[src/rtl/maxfind_pkg.sv]
package maxfind_pkg;
  localparam int unsigned CMP_W = 64;

  // Strict unsigned less-than on zero-extended operands.
  function automatic logic is_below(input logic [CMP_W-1:0] a,
                                    input logic [CMP_W-1:0] b);
    return a < b;
  endfunction
endpackage

[src/rtl/pair_cmp_matrix.sv]
module pair_cmp_matrix
  import maxfind_pkg::*;
#(
  parameter int unsigned N_ELEM = 4,
  parameter int unsigned DATA_W = 8
) (
  input  logic [N_ELEM*DATA_W-1:0] words,
  output logic [N_ELEM-1:0]        alive
);
  localparam int unsigned PAD_W = CMP_W - DATA_W;

  logic [N_ELEM-1:0] loses [N_ELEM];

  for (genvar i = 0; i < N_ELEM; i++) begin : g_row
    for (genvar j = 0; j < N_ELEM; j++) begin : g_col
      if (i == j) begin : g_diag
        assign loses[i][j] = 1'b0;
      end else begin : g_pair
        assign loses[i][j] = is_below({{PAD_W{1'b0}}, words[i*DATA_W +: DATA_W]},
                                      {{PAD_W{1'b0}}, words[j*DATA_W +: DATA_W]});
      end
    end
    assign alive[i] = ~|loses[i];
  end
endmodule

[src/rtl/survivor_merge.sv]
module survivor_merge #(
  parameter int unsigned N_ELEM = 4,
  parameter int unsigned DATA_W = 8
) (
  input  logic [N_ELEM*DATA_W-1:0] words,
  input  logic [N_ELEM-1:0]        alive,
  output logic [DATA_W-1:0]        merged,
  output logic [N_ELEM-1:0]        disagree
);
  logic [DATA_W-1:0] acc [N_ELEM+1];
  assign acc[0] = '0;

  for (genvar k = 0; k < N_ELEM; k++) begin : g_wr
    assign acc[k+1]    = acc[k] | (alive[k] ? words[k*DATA_W +: DATA_W] : '0);
    assign disagree[k] = alive[k] && (words[k*DATA_W +: DATA_W] != merged);
  end

  assign merged = acc[N_ELEM];
endmodule

[src/rtl/allpairs_max.sv]
module allpairs_max #(
  parameter int unsigned N_ELEM = 4,
  parameter int unsigned DATA_W = 8
) (
  input  logic                     clk,
  input  logic                     rst_n,
  input  logic                     start,
  input  logic [N_ELEM*DATA_W-1:0] data_in,
  output logic [DATA_W-1:0]        max_out,
  output logic [N_ELEM-1:0]        winners,
  output logic                     done
);
  logic [N_ELEM-1:0] survivors;
  logic [N_ELEM-1:0] disagree;
  logic [DATA_W-1:0] merged;
  logic              any_survivor;
  logic              merge_conflict;

  pair_cmp_matrix #(.N_ELEM(N_ELEM), .DATA_W(DATA_W)) u_matrix (
    .words (data_in),
    .alive (survivors)
  );

  survivor_merge #(.N_ELEM(N_ELEM), .DATA_W(DATA_W)) u_merge (
    .words    (data_in),
    .alive    (survivors),
    .merged   (merged),
    .disagree (disagree)
  );

  assign any_survivor   = |survivors;
  assign merge_conflict = |disagree;

  always_ff @(posedge clk or negedge rst_n) begin
    if (!rst_n) begin
      max_out <= '0;
      winners <= '0;
      done    <= 1'b0;
    end else begin
      done <= start;
      if (start) begin
        max_out <= merged;
        winners <= survivors;
      end
    end
  end


  survivor_exists_chk: assert property (@(posedge clk) disable iff (!rst_n)
    start |-> any_survivor);

  no_merge_conflict_chk: assert property (@(posedge clk) disable iff (!rst_n)
    start |-> !merge_conflict);

  done_has_winner_chk: assert property (@(posedge clk) disable iff (!rst_n)
    done |-> (winners != '0));

  done_after_start_chk: assert property (@(posedge clk) disable iff (!rst_n)
    start |=> done);

  done_idle_chk: assert property (@(posedge clk) disable iff (!rst_n)
    !start |=> !done);

  hold_result_chk: assert property (@(posedge clk) disable iff (!rst_n)
    !start |=> ($stable(max_out) && $stable(winners)));
endmodule

[config.mk]
export PLATFORM = sky130hd
export DESIGN_NAME = allpairs_max
export DESIGN_NICKNAME = d
export VERILOG_FILES = /design/src/rtl/maxfind_pkg.sv /design/src/rtl/pair_cmp_matrix.sv /design/src/rtl/survivor_merge.sv /design/src/rtl/allpairs_max.sv
export SDC_FILE = /design/constraint.sdc
export NUM_CORES = 1
export LEC_CHECK = 0
export BUFFER_PORTS_ARGS = -buffer_cell sky130_fd_sc_hd__buf_2
export CAP_MARGIN = 40
export CORE_ASPECT_RATIO = 1.4
export CORE_UTILIZATION = 62
export DETAILED_ROUTE_END_ITERATION = 8
export PLACE_DENSITY_LB_ADDON = 0.1
export SKIP_CTS_REPAIR_TIMING = 1
export SLEW_MARGIN = 20
export SYNTH_ARGS = -nofsm -noshare
export SYNTH_HDL_FRONTEND = slang
export SYNTH_HIERARCHICAL = 1
export SYNTH_SLANG_ARGS = --single-unit
export TNS_END_PERCENT = 30
[constraint.sdc]
create_clock -name clk -period 1.3 [get_ports clk]
set_input_delay 0.195 -clock clk [delete_from_list [all_inputs] [get_ports clk]]
set_output_delay 0.195 -clock clk [all_outputs]
set_load 0.05 [all_outputs]
==> results of run 1 <==
==> per-layer routing <==
metal / overflow / global-route usage [%]
met1: 0 / 83.8
met2: 240 / 131
met3: 0 / 60.8
met4: 93 / 116
met5: 0 / 0
==> stage by stage <==
stage / std cells / cell area, sq um / TNS, ns / setup slack, ns
after CTS: 326 / 2750 / -8.60 / -0.816
after detailed placement: 322 / 2700 / -10.76 / -0.980
after global placement: 322 / 2700 / -10.48 / -0.966
after floorplan: 198 / 2110 / -6.02 / -0.637
==> report_table.html, run 1 <==
<table>
<tr><th>Metric</th><th>Value</th></tr>
<tr><th colspan="2">Global routing</th></tr>
<tr><td>Total global routing track utilization</td><td>95.6%</td></tr>
<tr><td>Maximum number of pins on one net before global-route repair</td><td>14</td></tr>
<tr><td>Grt total ovfl</td><td>333</td></tr>
<tr><th colspan="2">Timing</th></tr>
<tr><td>Last worst endpoint in the global-route repair_timing</td><td>max_out[1]$_DFFE_PN0P_/D</td></tr>
<tr><td>WEP type</td><td>register input</td></tr>
<tr><th colspan="2">Place</th></tr>
<tr><td>DP HPWL</td><td>around 5 mm</td></tr>
<tr><td>Weighted congestion at the end of routability-driven global placement</td><td>around 0.9</td></tr>
<tr><td>Count of buffers from port buffering</td><td>47</td></tr>
<tr><th colspan="2">Floorplanning</th></tr>
<tr><td>Initial Utilization</td><td>65.5%</td></tr>
<tr><td>Standard-cell rows</td><td>24</td></tr>
<tr><td>Width of the chip</td><td>approximately 50 um</td></tr>
<tr><td>I/O pin count</td><td>between 40 and 50</td></tr>
<tr><td>Floorplan die height</td><td>roughly 70 um</td></tr>
<tr><th colspan="2">Synthesis</th></tr>
<tr><td>Syn Nets</td><td>281</td></tr>
<tr><td>Synthesized instance count</td><td>198</td></tr>
<tr><td>Count of warnings emitted by yosys</td><td>6</td></tr>
<tr><td>Mean Syn Cell Area</td><td>around 10 sq um</td></tr>
<tr><td>Synthesized cell area</td><td>approximately 2000 sq um</td></tr>
<tr><th colspan="2">Clock network</th></tr>
<tr><td>Depth of the CTS H-tree</td><td>1</td></tr>
<tr><td>CTS Buf Count</td><td>3</td></tr>
<tr><td>CTS Root Cell</td><td>sky130_fd_sc_hd__clkbuf_8</td></tr>
<tr><td>Maximum buffer depth of the clock tree</td><td>2</td></tr>
<tr><th colspan="2">Outcome</th></tr>
<tr><td>Stage where the run ended</td><td>5_1_grt</td></tr>
<tr><td>Stop err</td><td>[ERROR GRT-0232] Routing congestion too high. Check the congestion heatmap in the GUI.</td></tr>
<tr><td>Result of the run</td><td>did not finish</td></tr>
</table>
==> run 2: changes to the inputs <==
--- a/config.mk
+++ b/config.mk
@@ -7,10 +7,9 @@
 export LEC_CHECK = 0
 export BUFFER_PORTS_ARGS = -buffer_cell sky130_fd_sc_hd__buf_2
 export CAP_MARGIN = 40
-export CORE_ASPECT_RATIO = 1.4
-export CORE_UTILIZATION = 62
+export CORE_UTILIZATION = 40
 export DETAILED_ROUTE_END_ITERATION = 8
-export PLACE_DENSITY_LB_ADDON = 0.1
+export PLACE_DENSITY_LB_ADDON = 0.15
 export SKIP_CTS_REPAIR_TIMING = 1
 export SLEW_MARGIN = 20
 export SYNTH_ARGS = -nofsm -noshare
==> run 2 against run 1 <==
  * The flow now finishes, with violations (negative setup slack)
  * Synthesized area is the same
  * Synthesized cell count is the same
==> report_table.html, run 2 <==
<table>
<tr><th>Metric</th><th>Value</th></tr>
<tr><th colspan="2">Outcome</th></tr>
<tr><td>Result of the run</td><td>finished, violations left</td></tr>
<tr><td>Violated checks</td><td>negative setup slack</td></tr>
<tr><th colspan="2">Synthesis</th></tr>
<tr><td>Synthesized cell area</td><td>2050 sq um</td></tr>
<tr><td>Count of warnings emitted by yosys</td><td>6</td></tr>
<tr><td>Mean Syn Cell Area</td><td>between 10 and 15 sq um</td></tr>
<tr><td>Syn Nets</td><td>281</td></tr>
<tr><td>Synthesized instance count</td><td>slightly below 200</td></tr>
<tr><th colspan="2">Clock network</th></tr>
<tr><td>Number of sinks on the clock net</td><td>13</td></tr>
<tr><td>CTS Buf Count</td><td>3</td></tr>
<tr><td>Clk_lat worst skew</td><td>0.24 ns</td></tr>
<tr><td>TritonCTS clock tree</td><td>built</td></tr>
<tr><td>CTS Root Cell</td><td>sky130_fd_sc_hd__clkbuf_8</td></tr>
<tr><td>Maximum buffer depth of the clock tree</td><td>2</td></tr>
<tr><td>Depth of the CTS H-tree</td><td>1</td></tr>
<tr><td>CTS clock-pin slew for the worst setup and hold paths</td><td>around 0.06 ns</td></tr>
<tr><th colspan="2">Global routing</th></tr>
<tr><td>Wire length of the first global-routing pass</td><td>roughly 8.8 mm</td></tr>
<tr><td>Grt total ovfl</td><td>0</td></tr>
<tr><td>Maximum number of pins on one net before global-route repair</td><td>14</td></tr>
<tr><td>Via count of the first global-routing pass</td><td>between 1500 and 2000</td></tr>
<tr><td>Total global routing track utilization</td><td>between 20% and 30%</td></tr>
<tr><td>Number of antenna violations at the first check in global routing</td><td>0</td></tr>
<tr><th colspan="2">Detailed routing</th></tr>
<tr><td>Initial DRC Count</td><td>121</td></tr>
<tr><td>1st-pass router iterations</td><td>4</td></tr>
<tr><td>Wire length after detailed routing</td><td>between 6 and 7 mm</td></tr>
<tr><td>Vias per std cell</td><td>approximately 5.2</td></tr>
<tr><td>Post-route DRC</td><td>0</td></tr>
<tr><td>Wire per inst</td><td>about 17 um</td></tr>
<tr><td>Antenna-violating nets left</td><td>0</td></tr>
<tr><td>Via count</td><td>around 1900</td></tr>
<tr><th colspan="2">Worst setup path</th></tr>
<tr><td>Critical path endpoint category</td><td>register</td></tr>
<tr><td>Data arrival time of the critical path</td><td>between 2 and 2.5 ns</td></tr>
<tr><td>Type of the setup path with the least slack</td><td>in -&gt; reg</td></tr>
<tr><td>Worst setup slack for register-to-register paths</td><td>0.52 ns</td></tr>
<tr><td>Slowest CP cell</td><td>sky130_fd_sc_hd__ha_1</td></tr>
<tr><td>Biggest fanout along the worst timing path</td><td>4</td></tr>
<tr><td>Critical-path cell list</td><td>buf_6, inv_12, buf_4, ha_1, nor2b_1, o211ai_1, a21oi_1, nor2_1, nor3_4, clkbuf_16, a22oi_4, nand2_1, mux2_4</td></tr>
<tr><td>Length in cells of the worst reg-to-reg path</td><td>1</td></tr>
<tr><td>Reg-to-reg endpoint</td><td>winners[2]$_DFFE_PN0P_</td></tr>
<tr><td>Startpoint class of the critical path</td><td>input port</td></tr>
<tr><td>Startpoint of the worst register-to-register path</td><td>winners[2]$_DFFE_PN0P_</td></tr>
<tr><td>Peak per-stage delay on the critical path</td><td>approximately 0.30 ns</td></tr>
<tr><td>Required time at the worst-slack endpoint</td><td>between 1 and 1.5 ns</td></tr>
<tr><th colspan="2">Floorplanning</th></tr>
<tr><td>I/O pin count</td><td>48</td></tr>
<tr><td>Floorplan die height</td><td>approximately 74 um</td></tr>
<tr><td>Initial Utilization</td><td>42.5%</td></tr>
<tr><td>Core outline area</td><td>a little under 5000 sq um</td></tr>
<tr><td>Die footprint</td><td>about 5400 sq um</td></tr>
<tr><td>Standard-cell rows</td><td>25</td></tr>
<tr><td>Width of the chip</td><td>73.5 um</td></tr>
<tr><th colspan="2">Finish</th></tr>
<tr><td>Share of cells above drive strength 1</td><td>a little over half</td></tr>
<tr><td>Area delta synth-&gt;final</td><td>52.3%</td></tr>
<tr><td>Largest register FFs</td><td>8</td></tr>
<tr><td>Count of inserted antenna diode cells</td><td>0</td></tr>
<tr><td>Largest Register</td><td>max_out</td></tr>
<tr><td>Biggest regs</td><td>max_out (8), winners (4), done (1)</td></tr>
<tr><td>Most common cell after layout, fill and taps aside</td><td>sky130_fd_sc_hd__buf_4</td></tr>
<tr><td>Most frequent cells in the layout</td><td>sky130_fd_sc_hd__buf_4 (46), sky130_fd_sc_hd__buf_2 (43), sky130_fd_sc_hd__ha_1 (38)</td></tr>
<tr><td>Filler cell count</td><td>roughly 420</td></tr>
<tr><td>Final-stage net count</td><td>381</td></tr>
<tr><th colspan="2">Timing</th></tr>
<tr><td># setup viols final</td><td>12</td></tr>
<tr><td>Headroom to the max-slew limit</td><td>around three quarters</td></tr>
<tr><td>RSZ-0062 raised after global routing</td><td>yes</td></tr>
<tr><td>Final clock period utilization by the worst path</td><td>159%</td></tr>
<tr><td>Final clock skew</td><td>0 ns</td></tr>
<tr><td>Achievable clock frequency</td><td>484 MHz</td></tr>
<tr><td>Number of max-slew violations in the final report</td><td>0</td></tr>
<tr><td>Hold violation count in the final report</td><td>0</td></tr>
<tr><td>Worst-margin pin slew</td><td>around 0.40 ns</td></tr>
<tr><td>Final critical-path required period</td><td>a little over 2 ns</td></tr>
<tr><td>Crit path setup slack, layout</td><td>-0.767 ns</td></tr>
<tr><th colspan="2">Power and ir drop</th></tr>
<tr><td>Power density over the cells</td><td>~750 nW/um^2</td></tr>
<tr><td>Leakage</td><td>1.73 nW</td></tr>
<tr><td>Worst supply voltage drop on vdd</td><td>0.587 mV</td></tr>
<tr><td>Total chip power</td><td>2.34 mW</td></tr>
<tr><th colspan="2">Place</th></tr>
<tr><td>DP HPWL</td><td>4.57 mm</td></tr>
<tr><td>Count of buffers from port buffering</td><td>47</td></tr>
<tr><td>Weighted congestion at the end of routability-driven global placement</td><td>0.772</td></tr>
<tr><td>Post-place setup slack</td><td>-1.04 ns</td></tr>
<tr><th colspan="2">Min path</th></tr>
<tr><td>Hold WC Path Type</td><td>in -&gt; reg</td></tr>
<tr><td>Worst Hold Launch</td><td>start</td></tr>
<tr><td>Min-Delay Endpoint</td><td>done$_DFF_PN0_</td></tr>
<tr><td>Number of stages on the worst hold path</td><td>1</td></tr>
<tr><th colspan="2">Job</th></tr>
<tr><td>Reported max-cap violation count</td><td>0</td></tr>
</table>
## run 2: worst max-delay path by stage
stage / startpoint / endpoint / cells after the start
CTS: data_in[11] / max_out[0]$_DFFE_PN0P_ / 11
detailed placement: data_in[11] / max_out[7]$_DFFE_PN0P_ / 11
finish: data_in[1] / max_out[6]$_DFFE_PN0P_ / 13
global placement: data_in[9] / max_out[5]$_DFFE_PN0P_ / 12
global route: data_in[14] / max_out[0]$_DFFE_PN0P_ / 12
floorplan: data_in[9] / max_out[5]$_DFFE_PN0P_ / 11
## run 2: routing by layer
| layer | track usage, % | routed length [um] | vias to the layer above |
|---|---|---|---|
| li1 | - | - | 952 |
| met1 | 30.0 | 2810 | 903 |
| met2 | 36.3 | 2990 | 46 |
| met3 | 2.33 | 184 | 2 |
| met4 | 2.35 | 24 | 0 |
| met5 | 0 | 0 | - |
## run 2: critical path, delay by kind of cell
| family | cells | cell delay, ns |
|---|---|---|
| buffers and inverters | 4 | 0.43 |
| muxes | 1 | 0.25 |
| and+or+nand+nor | 4 | 0.53 |
| adders and majority gates | 1 | 0.30 |
| AOI/OAI and AO/OA | 3 | 0.49 |
## run 2: through the flow
step / hold slack (ns) / cell area [sq um] / instances / TNS, ns / utilization (%)
final: 0.275 / 3120 / 364 / -8.09 / 64.7
after global routing: 0.283 / 3120 / 364 / -9.02 / 64.7
after CTS: -0.174 / 2820 / 357 / -8.49 / 58.5
after detailed placement: 0.0972 / 2770 / 353 / -11.56 / 57.6
after global placement: 0.0960 / 2770 / 353 / -10.95 / 57.6
after floorplan: -0.101 / 2110 / 198 / -6.02 / -
## run 2: cell type report
class                      instances  area [sq um]  area share (%)
multi-input combinational        156          1790            57.4
tap                               67          83.8            2.69
timing repair buffer             100           762            24.4
inverter                          24           113            3.61
sequential                        13           325            10.4
clock buffer                       4          45.0            1.45
## run 2: report_power, final
| group | internal (mW) | total (mW) | switching, mW |
|---|---|---|---|
| Clock | 0.217 | 0.364 | 0.148 |
| Combinational | 0.655 | 1.46 | 0.807 |
| Sequential | 0.475 | 0.516 | 0.0407 |
| Total | 1.35 | 2.34 | 0.995 |
Power figures use the tool's default switching activity.
==> run 3: changes to the inputs <==
--- a/config.mk
+++ b/config.mk
@@ -5,6 +5,7 @@
 export SDC_FILE = /design/constraint.sdc
 export NUM_CORES = 1
 export LEC_CHECK = 0
+export ABC_AREA = 1
 export BUFFER_PORTS_ARGS = -buffer_cell sky130_fd_sc_hd__buf_2
 export CAP_MARGIN = 40
 export CORE_UTILIZATION = 40
==> run 3 against run 2 <==
  * The flow still finishes with violations (negative setup slack)
  * Utilization grew 14 points
  * Clock skew unchanged
  * Maximum frequency grew 25%
  * Wire length up 12%
  * First-iteration DRC count fell by 40%
  * Sequential share of layout area decreased by 1.9 points
  * Final cell count grew 28%
  * Setup slack improved by 0.41 ns
  * Cell area increased by 22%
  * Combinational power up 16%
  * Die area up 1.1%
  * Total power is 7.6% higher
  * Critical path type unchanged
==> report_table.html, run 3 <==
<table>
<tr><th>Metric</th><th>Value</th></tr>
<tr><th colspan="2">Finish</th></tr>
<tr><td>Share of cells above drive strength 1</td><td>63.4%</td></tr>
<tr><td>Non-Filler Cell Area, Final</td><td>roughly 3800 sq um</td></tr>
<tr><td>Biggest regs</td><td>max_out (8), winners (4), done (1)</td></tr>
<tr><td>Non-filler cells, final</td><td>approximately 470</td></tr>
<tr><td>Final-stage net count</td><td>between 400 and 500</td></tr>
<tr><td>Count of inserted antenna diode cells</td><td>0</td></tr>
<tr><td>Final core occ</td><td>78.2%</td></tr>
<tr><td>Largest register FFs</td><td>8</td></tr>
<tr><td>Largest Register</td><td>max_out</td></tr>
<tr><td>Area delta synth-&gt;final</td><td>83.3%</td></tr>
<tr><td>Most frequent cells in the layout</td><td>sky130_fd_sc_hd__nand2_1 (83), sky130_fd_sc_hd__nand2_2 (40), sky130_fd_sc_hd__buf_4 (38)</td></tr>
<tr><td>Most common cell after layout, fill and taps aside</td><td>sky130_fd_sc_hd__nand2_1</td></tr>
<tr><th colspan="2">Outcome</th></tr>
<tr><td>Result of the run</td><td>finished, violations left</td></tr>
<tr><td>Violated checks</td><td>negative setup slack</td></tr>
<tr><th colspan="2">Worst setup path</th></tr>
<tr><td>Length in cells of the worst reg-to-reg path</td><td>2</td></tr>
<tr><td>Critical path endpoint category</td><td>register</td></tr>
<tr><td>Slowest CP cell</td><td>sky130_fd_sc_hd__ha_1</td></tr>
<tr><td>Worst setup startpoint</td><td>data_in[2]</td></tr>
<tr><td>Worst setup slack for register-to-register paths</td><td>slightly below 0.7 ns</td></tr>
<tr><td>Biggest fanout along the worst timing path</td><td>4</td></tr>
<tr><td>Type of the setup path with the least slack</td><td>in -&gt; reg</td></tr>
<tr><td>Most frequent cell on the critical path</td><td>sky130_fd_sc_hd__nand2_1</td></tr>
<tr><td>Required time at the worst-slack endpoint</td><td>1.47 ns</td></tr>
<tr><td>Peak per-stage delay on the critical path</td><td>0.29 ns</td></tr>
<tr><td>Reg-to-reg endpoint</td><td>max_out[5]$_DFFE_PN0P_</td></tr>
<tr><td>Startpoint of the worst register-to-register path</td><td>max_out[5]$_DFFE_PN0P_</td></tr>
<tr><td>Critical-path cell list</td><td>buf_4, inv_4, ha_1, nand2_2, inv_2, nand2_1, nand2_1, nand2_1, nand2_2, nand2_2, a21oi_4, buf_2, nand2_1, nand2_1, inv_2, nand2_2, nand2_1, nand2_1</td></tr>
<tr><td>Startpoint class of the critical path</td><td>input port</td></tr>
<tr><td>Data arrival time of the critical path</td><td>~1.8 ns</td></tr>
<tr><th colspan="2">Synthesis</th></tr>
<tr><td>Synthesized cell area</td><td>about 2100 sq um</td></tr>
<tr><td>Syn Nets</td><td>a little under 400</td></tr>
<tr><td>Synthesized instance count</td><td>just over 300</td></tr>
<tr><td>Count of warnings emitted by yosys</td><td>6</td></tr>
<tr><td>Mean Syn Cell Area</td><td>6.65 sq um</td></tr>
<tr><th colspan="2">Global routing</th></tr>
<tr><td>Number of antenna violations at the first check in global routing</td><td>0</td></tr>
<tr><td>Maximum number of pins on one net before global-route repair</td><td>15</td></tr>
<tr><td>Via count of the first global-routing pass</td><td>between 1500 and 2000</td></tr>
<tr><td>Grt total ovfl</td><td>0</td></tr>
<tr><td>Wire length of the first global-routing pass</td><td>approximately 8.4 mm</td></tr>
<tr><td>Total global routing track utilization</td><td>about 20%</td></tr>
<tr><th colspan="2">Timing</th></tr>
<tr><td>Number of max-slew violations in the final report</td><td>0</td></tr>
<tr><td>Crit path setup slack, layout</td><td>-0.354 ns</td></tr>
<tr><td>RSZ-0062 raised after global routing</td><td>yes</td></tr>
<tr><td>Final critical-path required period</td><td>around 1.7 ns</td></tr>
<tr><td>Worst-margin pin slew</td><td>approximately 0.28 ns</td></tr>
<tr><td>Final clock period utilization by the worst path</td><td>127%</td></tr>
<tr><td>Final clock skew</td><td>0 ns</td></tr>
<tr><td>Headroom to the max-slew limit</td><td>81.6%</td></tr>
<tr><td># setup viols final</td><td>12</td></tr>
<tr><td>Hold violation count in the final report</td><td>0</td></tr>
<tr><td>Achievable clock frequency</td><td>about 600 MHz</td></tr>
<tr><th colspan="2">Power and ir drop</th></tr>
<tr><td>Power density over the cells</td><td>664 nW/um^2</td></tr>
<tr><td>Total chip power</td><td>between 2 and 3 mW</td></tr>
<tr><td>Leakage</td><td>~1.9 nW</td></tr>
<tr><td>Worst supply voltage drop on vdd</td><td>around 0.45 mV</td></tr>
<tr><th colspan="2">Floorplanning</th></tr>
<tr><td>Width of the chip</td><td>roughly 74 um</td></tr>
<tr><td>Floorplan die height</td><td>around 74 um</td></tr>
<tr><td>Die footprint</td><td>5470 sq um</td></tr>
<tr><td>I/O pin count</td><td>48</td></tr>
<tr><td>Initial Utilization</td><td>42.7%</td></tr>
<tr><td>Core outline area</td><td>between 4000 and 5000 sq um</td></tr>
<tr><td>Standard-cell rows</td><td>25</td></tr>
<tr><th colspan="2">Place</th></tr>
<tr><td>Number of instances in the placed design</td><td>roughly 460</td></tr>
<tr><td>Weighted congestion at the end of routability-driven global placement</td><td>approximately 0.81</td></tr>
<tr><td>Count of buffers from port buffering</td><td>47</td></tr>
<tr><td>Post-place setup slack</td><td>-0.588 ns</td></tr>
<tr><td>Placement Cell Area</td><td>2860 sq um</td></tr>
<tr><td>DP HPWL</td><td>4.51 mm</td></tr>
<tr><th colspan="2">Min path</th></tr>
<tr><td>Worst Hold Launch</td><td>start</td></tr>
<tr><td>Min-Delay Endpoint</td><td>done$_DFF_PN0_</td></tr>
<tr><td>Hold WC Path Type</td><td>in -&gt; reg</td></tr>
<tr><td>Number of stages on the worst hold path</td><td>1</td></tr>
<tr><th colspan="2">Detailed routing</th></tr>
<tr><td>Vias per std cell</td><td>about 5</td></tr>
<tr><td>Post-route DRC</td><td>0</td></tr>
<tr><td>Highest signal layer in the routed design</td><td>met4</td></tr>
<tr><td>Wire length after detailed routing</td><td>approximately 6.7 mm</td></tr>
<tr><td>Wire length on met3</td><td>about 230 um</td></tr>
<tr><td>Antenna-violating nets left</td><td>0</td></tr>
<tr><td>Met2 Routed Length</td><td>3.56 mm</td></tr>
<tr><td>Wire per inst</td><td>14.4 um</td></tr>
<tr><td>Via count</td><td>2333</td></tr>
<tr><td>Initial DRC Count</td><td>73</td></tr>
<tr><td>Met1 layer wirelength in the final routing</td><td>2.71 mm</td></tr>
<tr><td>1st-pass router iterations</td><td>4</td></tr>
<tr><th colspan="2">Clock network</th></tr>
<tr><td>CTS Buf Count</td><td>3</td></tr>
<tr><td>TritonCTS clock tree</td><td>built</td></tr>
<tr><td>CTS Root Cell</td><td>sky130_fd_sc_hd__clkbuf_8</td></tr>
<tr><td>Clk_lat worst skew</td><td>0.23 ns</td></tr>
<tr><td>Maximum buffer depth of the clock tree</td><td>2</td></tr>
<tr><td>CTS clock-pin slew for the worst setup and hold paths</td><td>0.05 ns</td></tr>
<tr><td>Number of sinks on the clock net</td><td>13</td></tr>
<tr><td>Depth of the CTS H-tree</td><td>1</td></tr>
<tr><th colspan="2">Job</th></tr>
<tr><td>Reported max-cap violation count</td><td>0</td></tr>
</table>
run 3: critical path, delay by kind of cell:
kind | cells | cell delay (ns)
fa+ha+maj | 1 | 0.29
simple gates | 11 | 0.76
compound gates | 1 | 0.15
buf+inv | 5 | 0.44
run 3: worst max-delay path by stage:
stage                             end  depth (start not counted)
3_3_place_gp   max_out[4]$_DFFE_PN0P_                         16
6_report       max_out[3]$_DFFE_PN0P_                         18
2_1_floorplan  max_out[4]$_DFFE_PN0P_                         15
3_5_place_dp   max_out[3]$_DFFE_PN0P_                         19
5_1_grt        max_out[0]$_DFFE_PN0P_                         16
4_1_cts        max_out[3]$_DFFE_PN0P_                         19
run 3: per-stage QoR:
step                TNS (ns)  hold slack (ns)
floorplan              -1.62           -0.101
global placement       -5.72           0.0901
detailed placement     -6.09           0.0908
CTS                    -3.18           -0.160
global route           -4.07            0.224
finish                 -3.10            0.225
run 3: routing by layer:
| layer | GRT usage [%] | vias up |
|---|---|---|
| li1 | - | 1154 |
| met3 | 0.407 | 20 |
| met2 | 35.8 | 68 |
| met5 | 0 | - |
| met1 | 25.8 | 1091 |
| met4 | 3.42 | 0 |
run 3: where the power goes:
part	switching, mW	internal [mW]
clock	0.125	0.215
sequential	0.0266	0.465
combinational	0.959	0.730
total	1.11	1.41
run 3: area by class of cell:
cell class                 instances  area, sq um
clock buffer                       4         45.0
fill                             311         1050
inverter                          50          253
multi-input combinational        242         2280
sequential                        13          325
tap                               67         83.8
timing repair buffer              90          810
